--- config.mk ---
export PLATFORM = sky130hd
export DESIGN_NAME = irqc_regif
export DESIGN_NICKNAME = d
export VERILOG_FILES = /design/src/rtl/irqc_pkg.sv /design/src/rtl/irqc_icw_seq.sv /design/src/rtl/irqc_cmd_dec.sv /design/src/rtl/irqc_trig_reg.sv /design/src/rtl/irqc_regif.sv
export SDC_FILE = /design/constraint.sdc
export NUM_CORES = 1
export LEC_CHECK = 0
export CORE_ASPECT_RATIO = 1.75
export CORE_MARGIN = 2
export CORE_UTILIZATION = 45
export DETAILED_ROUTE_END_ITERATION = 8
export DONT_BUFFER_PORTS = 1
export HOLD_SLACK_MARGIN = 0.15
export PLACE_DENSITY = 0.69
export SLEW_MARGIN = 20
export SYNTH_ARGS = -nofsm -noshare
export SYNTH_HDL_FRONTEND = slang
export SYNTH_SLANG_ARGS = --single-unit
--- constraint.sdc ---
create_clock -name clk -period 1.9 [get_ports clk]
set_input_delay 0 -clock clk [delete_from_list [all_inputs] [get_ports clk]]
set_output_delay 0 -clock clk [all_outputs]
set_load 0.03 [all_outputs]
--- src/rtl/irqc_pkg.sv ---
package irqc_pkg;
  typedef enum logic [1:0] {
    ST_IDLE = 2'd0,
    ST_BASE = 2'd1,
    ST_CASC = 2'd2,
    ST_MODE = 2'd3
  } icw_state_e;

  typedef enum logic [2:0] {
    CMD_ROT_CLR = 3'd0,
    CMD_EOI     = 3'd1,
    CMD_NOP     = 3'd2,
    CMD_SEOI    = 3'd3,
    CMD_ROT_SET = 3'd4,
    CMD_REOI    = 3'd5,
    CMD_SETPRI  = 3'd6,
    CMD_RSEOI   = 3'd7
  } act_cmd_e;

  localparam int BIT_INIT  = 4;
  localparam int BIT_RDCMD = 3;
  localparam int BIT_LEVEL = 3;
endpackage

--- src/rtl/irqc_icw_seq.sv ---
module irqc_icw_seq
  import irqc_pkg::*;
#(
  parameter int DW = 8,
  parameter int LW = 3
) (
  input  logic          clk,
  input  logic          rst,
  input  logic          start_i,
  input  logic          dat_wr_i,
  input  logic [DW-1:0] wdata_i,
  output logic          busy_o,
  output logic [DW-1:0] imr_o,
  output logic [DW-1:0] base_o,
  output logic          single_o,
  output logic          sfnm_o,
  output logic          aeoi_o,
  output logic          clear_o,
  output logic          level_err_o
);
  localparam logic [DW-1:0] BASE_MASK = {{(DW-LW){1'b1}}, {LW{1'b0}}};

  icw_state_e state_q;
  logic       need4_q;

  always_ff @(posedge clk) begin
    if (rst) begin
      state_q     <= ST_IDLE;
      need4_q     <= 1'b0;
      imr_o       <= '0;
      base_o      <= '0;
      single_o    <= 1'b0;
      sfnm_o      <= 1'b0;
      aeoi_o      <= 1'b0;
      clear_o     <= 1'b0;
      level_err_o <= 1'b0;
    end else begin
      clear_o     <= start_i;
      level_err_o <= start_i & wdata_i[BIT_LEVEL];
      if (start_i) begin
        state_q  <= ST_BASE;
        need4_q  <= wdata_i[0];
        single_o <= wdata_i[1];
        imr_o    <= '0;
        sfnm_o   <= 1'b0;
        aeoi_o   <= 1'b0;
      end else if (dat_wr_i) begin
        unique case (state_q)
          ST_IDLE: imr_o <= wdata_i;
          ST_BASE: begin
            base_o <= wdata_i & BASE_MASK;
            if (single_o) state_q <= need4_q ? ST_MODE : ST_IDLE;
            else          state_q <= ST_CASC;
          end
          ST_CASC: state_q <= need4_q ? ST_MODE : ST_IDLE;
          ST_MODE: begin
            sfnm_o  <= wdata_i[4];
            aeoi_o  <= wdata_i[1];
            state_q <= ST_IDLE;
          end
          default: state_q <= ST_IDLE;
        endcase
      end
    end
  end

  assign busy_o = (state_q != ST_IDLE);


  icw1_start_chk: assert property (@(posedge clk) disable iff (rst)
    start_i |=> (state_q == ST_BASE) && (imr_o == '0) && clear_o);


  mode_word_chk: assert property (@(posedge clk) disable iff (rst)
    (dat_wr_i && !start_i && state_q == ST_MODE) |=>
      (state_q == ST_IDLE) && (sfnm_o == $past(wdata_i[4])));


  mask_hold_chk: assert property (@(posedge clk) disable iff (rst)
    (dat_wr_i && !start_i && state_q != ST_IDLE) |=> $stable(imr_o));
endmodule

--- src/rtl/irqc_cmd_dec.sv ---
module irqc_cmd_dec
  import irqc_pkg::*;
#(
  parameter int DW = 8,
  parameter int LW = 3
) (
  input  logic          clk,
  input  logic          rst,
  input  logic          cmd_wr_i,
  input  logic          clear_i,
  input  logic          poll_rd_i,
  input  logic [DW-1:0] wdata_i,
  output logic          rot_aeoi_o,
  output logic          smask_o,
  output logic          rsel_isr_o,
  output logic          poll_o,
  output logic          eoi_o,
  output logic          eoi_spec_o,
  output logic          eoi_rot_o,
  output logic [LW-1:0] eoi_line_o,
  output logic          prio_set_o,
  output logic [LW-1:0] prio_base_o
);
  act_cmd_e        cmd;
  logic            is_rdcmd;
  logic [LW-1:0]   line;

  assign cmd      = act_cmd_e'(wdata_i[DW-1:DW-3]);
  assign is_rdcmd = wdata_i[BIT_RDCMD];
  assign line     = wdata_i[LW-1:0];

  always_ff @(posedge clk) begin
    if (rst) begin
      rot_aeoi_o  <= 1'b0;
      smask_o     <= 1'b0;
      rsel_isr_o  <= 1'b0;
      poll_o      <= 1'b0;
      eoi_o       <= 1'b0;
      eoi_spec_o  <= 1'b0;
      eoi_rot_o   <= 1'b0;
      eoi_line_o  <= '0;
      prio_set_o  <= 1'b0;
      prio_base_o <= '0;
    end else begin
      eoi_o      <= 1'b0;
      eoi_spec_o <= 1'b0;
      eoi_rot_o  <= 1'b0;
      prio_set_o <= 1'b0;
      if (poll_rd_i) poll_o <= 1'b0;
      if (clear_i) begin
        rot_aeoi_o <= 1'b0;
        smask_o    <= 1'b0;
        rsel_isr_o <= 1'b0;
        poll_o     <= 1'b0;
      end else if (cmd_wr_i && is_rdcmd) begin
        if (wdata_i[2]) poll_o     <= 1'b1;
        if (wdata_i[1]) rsel_isr_o <= wdata_i[0];
        if (wdata_i[6]) smask_o    <= wdata_i[5];
      end else if (cmd_wr_i) begin
        unique case (cmd)
          CMD_ROT_CLR, CMD_ROT_SET: rot_aeoi_o <= cmd[2];
          CMD_EOI, CMD_REOI: begin
            eoi_o     <= 1'b1;
            eoi_rot_o <= cmd[2];
          end
          CMD_SEOI, CMD_RSEOI: begin
            eoi_spec_o <= 1'b1;
            eoi_rot_o  <= cmd[2];
            eoi_line_o <= line;
          end
          CMD_SETPRI: begin
            prio_set_o  <= 1'b1;
            prio_base_o <= line + 1'b1;
          end
          default: ;
        endcase
      end
    end
  end


  pulse_excl_chk: assert property (@(posedge clk) disable iff (rst)
    $onehot0({eoi_o, eoi_spec_o, prio_set_o}));


  rot_pair_chk: assert property (@(posedge clk) disable iff (rst)
    eoi_rot_o |-> (eoi_o || eoi_spec_o));


  poll_once_chk: assert property (@(posedge clk) disable iff (rst)
    (poll_rd_i && !cmd_wr_i) |=> !poll_o);


  pulse_len_chk: assert property (@(posedge clk) disable iff (rst)
    (eoi_o && !cmd_wr_i) |=> !eoi_o);
endmodule

--- src/rtl/irqc_trig_reg.sv ---
module irqc_trig_reg #(
  parameter int            DW    = 8,
  parameter logic [DW-1:0] WMASK = 8'hF8
) (
  input  logic          clk,
  input  logic          rst,
  input  logic          wr_i,
  input  logic [DW-1:0] wdata_i,
  output logic [DW-1:0] val_o
);
  always_ff @(posedge clk) begin
    if (rst)       val_o <= '0;
    else if (wr_i) val_o <= wdata_i & WMASK;
  end


  trig_hold_chk: assert property (@(posedge clk) disable iff (rst)
    !wr_i |=> $stable(val_o));


  trig_bits_chk: assert property (@(posedge clk) disable iff (rst)
    wr_i |=> ((val_o & ~WMASK) == '0));
endmodule

--- src/rtl/irqc_regif.sv ---
module irqc_regif #(
  parameter int           LINES      = 8,
  parameter int           LW         = $clog2(LINES),
  parameter int           DW         = 8,
  parameter logic [7:0]   TRIG_WMASK = 8'hF8
) (
  input  logic          clk,
  input  logic          rst,
  input  logic          tm_sel,
  input  logic          addr,
  input  logic          wr,
  input  logic          rd,
  input  logic [DW-1:0] wdata,
  input  logic [DW-1:0] irr_i,
  input  logic [DW-1:0] isr_i,
  input  logic          poll_hit_i,
  input  logic [LW-1:0] poll_line_i,
  output logic [DW-1:0] rdata,
  output logic [DW-1:0] imr_o,
  output logic [DW-1:0] base_o,
  output logic          single_o,
  output logic          init_busy_o,
  output logic          sfnm_o,
  output logic          aeoi_o,
  output logic          rot_aeoi_o,
  output logic          smask_o,
  output logic [DW-1:0] trig_mode_o,
  output logic          init_clear_o,
  output logic          level_err_o,
  output logic          eoi_o,
  output logic          eoi_spec_o,
  output logic          eoi_rot_o,
  output logic [LW-1:0] eoi_line_o,
  output logic          prio_set_o,
  output logic [LW-1:0] prio_base_o
);
  localparam logic [DW-1:0] POLL_FLAG = {1'b1, {(DW-1){1'b0}}};

  logic ctl_wr, start_wr, cmd_wr, dat_wr, trig_wr, poll_rd;
  logic rsel_isr, poll_pend;

  assign ctl_wr   = wr & ~tm_sel & ~addr;
  assign start_wr = ctl_wr & wdata[irqc_pkg::BIT_INIT];
  assign cmd_wr   = ctl_wr & ~wdata[irqc_pkg::BIT_INIT];
  assign dat_wr   = wr & ~tm_sel & addr;
  assign trig_wr  = wr & tm_sel;
  assign poll_rd  = rd & ~tm_sel & ~addr;

  irqc_icw_seq #(.DW(DW), .LW(LW)) u_seq (
    .clk(clk), .rst(rst), .start_i(start_wr), .dat_wr_i(dat_wr),
    .wdata_i(wdata), .busy_o(init_busy_o), .imr_o(imr_o), .base_o(base_o),
    .single_o(single_o), .sfnm_o(sfnm_o), .aeoi_o(aeoi_o),
    .clear_o(init_clear_o), .level_err_o(level_err_o)
  );

  irqc_cmd_dec #(.DW(DW), .LW(LW)) u_dec (
    .clk(clk), .rst(rst), .cmd_wr_i(cmd_wr), .clear_i(start_wr),
    .poll_rd_i(poll_rd), .wdata_i(wdata), .rot_aeoi_o(rot_aeoi_o),
    .smask_o(smask_o), .rsel_isr_o(rsel_isr), .poll_o(poll_pend),
    .eoi_o(eoi_o), .eoi_spec_o(eoi_spec_o), .eoi_rot_o(eoi_rot_o),
    .eoi_line_o(eoi_line_o), .prio_set_o(prio_set_o),
    .prio_base_o(prio_base_o)
  );

  irqc_trig_reg #(.DW(DW), .WMASK(TRIG_WMASK)) u_trig (
    .clk(clk), .rst(rst), .wr_i(trig_wr), .wdata_i(wdata), .val_o(trig_mode_o)
  );

  always_ff @(posedge clk) begin
    if (rst) begin
      rdata <= '0;
    end else if (rd) begin
      if (tm_sel)         rdata <= trig_mode_o;
      else if (addr)      rdata <= imr_o;
      else if (poll_pend) rdata <= poll_hit_i ? (POLL_FLAG | DW'(poll_line_i)) : '0;
      else                rdata <= rsel_isr ? isr_i : irr_i;
    end
  end


  rdata_hold_chk: assert property (@(posedge clk) disable iff (rst)
    !rd |=> $stable(rdata));
endmodule

==> summary.md <==
| Metric | Value |
|---|---|
| Critical-path top delay cell | dlygate4sd3_1 |
| Clock buffer count from CTS | 5 |
| Combinational share of power | 0.128 |
| MaxCap Viol Count | 0 |
| Lkg Pwr | 1.013 nW |
| M1 GR Usage | 0.2177 |
| CP endpoint kind | flop |
| RSZ-0062 raised after global routing | false |
| DRC errors left | 0 |
| Run status | completed |
| ANT nets after route | 0 |
| Crit start category | input port |
| Via density per instance | 5.815 |
| Switching share of power | 0.2771 |
| Psw | 550.9 uW |
| Most used DFF post-synth | dfxtp_1 |
| DRT Wirelength | 6150 um |
| WP data required | 2100 ps |
| Netlist cell types | 42 |
| Starting Density | 0.4593 |
| CTS Buffer Depth | 2 |
| Crit-path cells | dlygate4sd3_1 > or4b_4 > nor3b_4 > mux2_4 |
| R2R depth | 4 |
| Int Pwr | 1.437 mW |
| Delay-heaviest family, CP | simple AND/OR/NAND/NOR gates |
| Vias in the first global route | 1994 |
| Wire length per cell | 17.77 um |
| P&R area growth vs syn | 22.72% |
| Worst Max-Slew Pin Slew | 574.6 ps |
| YS warnings | 0 |
| Grt met3 use | 0.05859 |
| Clock power frac | 0.324 |
| Largest net degree at the start of global routing | 34 |
| #FFs+latches synth | 48 |
| Fin. max-slew vios | 0 |
| Mapped Avg Cell Area | 8.676 um2 |
| CTS tree | built |
| Overall routing resource usage | 0.2258 |
| CP Data Arrival Time | 1980 ps |
| Post-route clock period utilization | 0.9356 |
| Max-Slew Margin vs Limit | 0.6158 |
| Hold Path Class | input port to flop |
| Reg2Reg Setup Slack | 140 ps |
| Total number of vias | 2012 |
| DP HPWL | 4034 um |
| Fin worst setup slack | 122.3 ps |
| CP max stage delay | 720 ps |
| Initial drt markers | 96 |
| FP Rows | 34 |
| Post-synth ARST share | 0 |
| CP Max Fanout | 12 |
| Setup CP Type | input port to flop |
| WHS Path Cells | 2 |
| First-pass GRT wire length | 9846 um |
| WHS Endpoint | u_seq.need4_q |
| Peak VDD IR | 0.5102 mV |
| Min Tclk post-route | 1778 ps |
| Number of port buffers | 0 |
| Global route overflow | 0 |
| Die span in y | 97.48 um |
| Cells after Synth | 259 |
| Clock transition at path regs | 90 ps |
| Gpl congestion | 0.8209 |
| Initial antenna violation count | 0 |
| Post-synthesis sequential area ratio | 0.4276 |
| Final setup viols | 0 |
| Clock Root Buffer | clkbuf_8 |
| Worst reg2reg path endpoint | rdata[1] |
| Sequential power share | 0.549 |
| Layout cell share with drive strength beyond 1 | 0.08219 |
| Grt met2 use | 0.4318 |
| CTS sink cnt | 48 |
| Final hold vios | 0 |
| Setup repair bufs after CTS | 0 |
| Setup TNS | 0 ps |
| Post-synth EDFFs | 0 |
| Htree depth | 2 |
| Die area | 5597 um2 |
| Buf/Inv on CP | 1 |
| Worst Skew | 6.307 ps |
| Post-synthesis cell area | 2247 um2 |
| Top Usage Layer GRT | met2 |
| R2R Path Start | u_dec.rsel_isr_o |
| HP Start | rst |
| Drt pass-1 iters | 4 |
| PD cells | 720.9 nW/um2 |
| Total core area | 4892 um2 |
| Die W | 57.42 um |
| I/O pins | 84 |
| Pre-CTS WS | 375.5 ps |
| Ant diodes | 0 |
| Clk_lat worst skew | 310 ps |
| Highest clock rate | 562.5 MHz |
| Final nets | 326 |
-- power by group through the flow --
stage          Combinational (mW)  Clock (mW)  Sequential, mW
2_1_floorplan               0.164           0            1.11
3_3_place_gp                0.139           0            1.11
3_5_place_dp                0.141           0            1.12
4_1_cts                     0.250       0.647            1.09
5_1_grt                     0.277       0.685            1.09
6_report                    0.254       0.644            1.09
-- stage by stage --
stage | instances | util | cell area [um2] | hold WS [ps] | power, mW
floorplan | 264 | - | 2266 | 117.5 | 1.269
global placement | 293 | 0.4509 | 2206 | 76.53 | 1.254
detailed placement | 293 | 0.4509 | 2206 | 80.13 | 1.256
CTS | 346 | 0.5621 | 2750 | 252.3 | 1.988
global route | 346 | 0.5637 | 2758 | 211.6 | 2.057
finish | 346 | 0.5637 | 2758 | 159.6 | 1.988
-- how the worst max path moves through the flow --
stage                      from              endpoint  slack (ps)  depth (start not counted)
2_1_floorplan  u_seq.state_q[0]        u_seq.imr_o[3]         400                          5
3_3_place_gp   u_dec.rsel_isr_o              rdata[5]         400                          3
3_5_place_dp   u_dec.rsel_isr_o              rdata[4]         380                          3
4_1_cts                wdata[5]       u_trig.val_o[5]          20                          5
5_1_grt                  tm_sel  u_dec.prio_base_o[0]          50                          4
6_report                 tm_sel  u_dec.prio_base_o[0]         120                          4
-- layout make-up --
class	instances	area [um2]
repair buffers	47	473.0
fillers	458	2135
inverters	9	33.78
clock buffers	7	86.33
multi-input cells	180	1129
clock inverters	1	7.507
well taps	54	67.56
flip-flops and latches	48	960.9
-- timing repair --
action	in CTS	in global routing
gates resized for setup	0	5
endpoints found under the hold margin	48	0
hold buffers	45	0
setup endpoints to repair	0	4
-- Yosys cell counts, types with 2 or more instances --
| cell type | instances | share of area |
|---|---|---|
| nor4b_1 | 2 | 0.0078 |
| a211oi_1 | 2 | 0.0067 |
| o21ai_0 | 29 | 0.065 |
| nand2_1 | 14 | 0.023 |
| buf_6 | 2 | 0.010 |
| nor3_1 | 2 | 0.0045 |
| nand2b_1 | 12 | 0.033 |
| nor2_1 | 8 | 0.013 |
| mux2i_1 | 6 | 0.027 |
| nor2b_1 | 7 | 0.019 |
| nand4_1 | 4 | 0.011 |
| clkbuf_1 | 15 | 0.025 |
| dfxtp_1 | 48 | 0.43 |
| a221oi_1 | 5 | 0.019 |
| a222oi_1 | 3 | 0.013 |
| a21oi_1 | 29 | 0.065 |
| buf_2 | 3 | 0.0067 |
| and3b_1 | 3 | 0.012 |
| inv_1 | 9 | 0.015 |
| buf_4 | 6 | 0.020 |
| nand3_1 | 20 | 0.045 |
| mux2_2 | 8 | 0.040 |
| o31ai_1 | 3 | 0.010 |
-- layout by cell type (no fill, tap or decap), drive strengths merged, types with 7 or more instances in the layout --
| master | n |
|---|---|
| nand3 | 20 |
| nand2 | 14 |
| o21ai | 29 |
| nor2b | 7 |
| clkbuf | 7 |
| inv | 9 |
| dfxtp | 48 |
| a21oi | 29 |
| nor2 | 8 |
| dlygate4sd3 | 39 |
| nand2b | 12 |
| mux2 | 9 |
-- cell families after synthesis --
logic type / Yosys count / synth area share
xor+xnor: 1 / 0.003898
mux: 15 / 0.07350
flops: 48 / 0.4276
fa+ha+maj: 1 / 0.005567
other cells: 1 / 0.001669
buf+inv: 36 / 0.07850
simple gates: 81 / 0.2121
compound gates: 76 / 0.1971
-- sequential cells by signal (all words and copies together) (netlist names), 2 cells and up --
| name | flops |
|---|---|
| rdata | 8 |
| u_dec.eoi_line_o | 3 |
| u_dec.prio_base_o | 3 |
| u_seq.base_o | 5 |
| u_seq.imr_o | 8 |
| u_seq.state_q | 2 |
| u_trig.val_o | 5 |
-- layer usage --
layer	vias up	routed length (um)
met4	0	89
met3	6	400
met1	952	2183
li1	986	-
met5	-	0
met2	68	3477
Note: power is estimated with default switching activity, not from simulation.
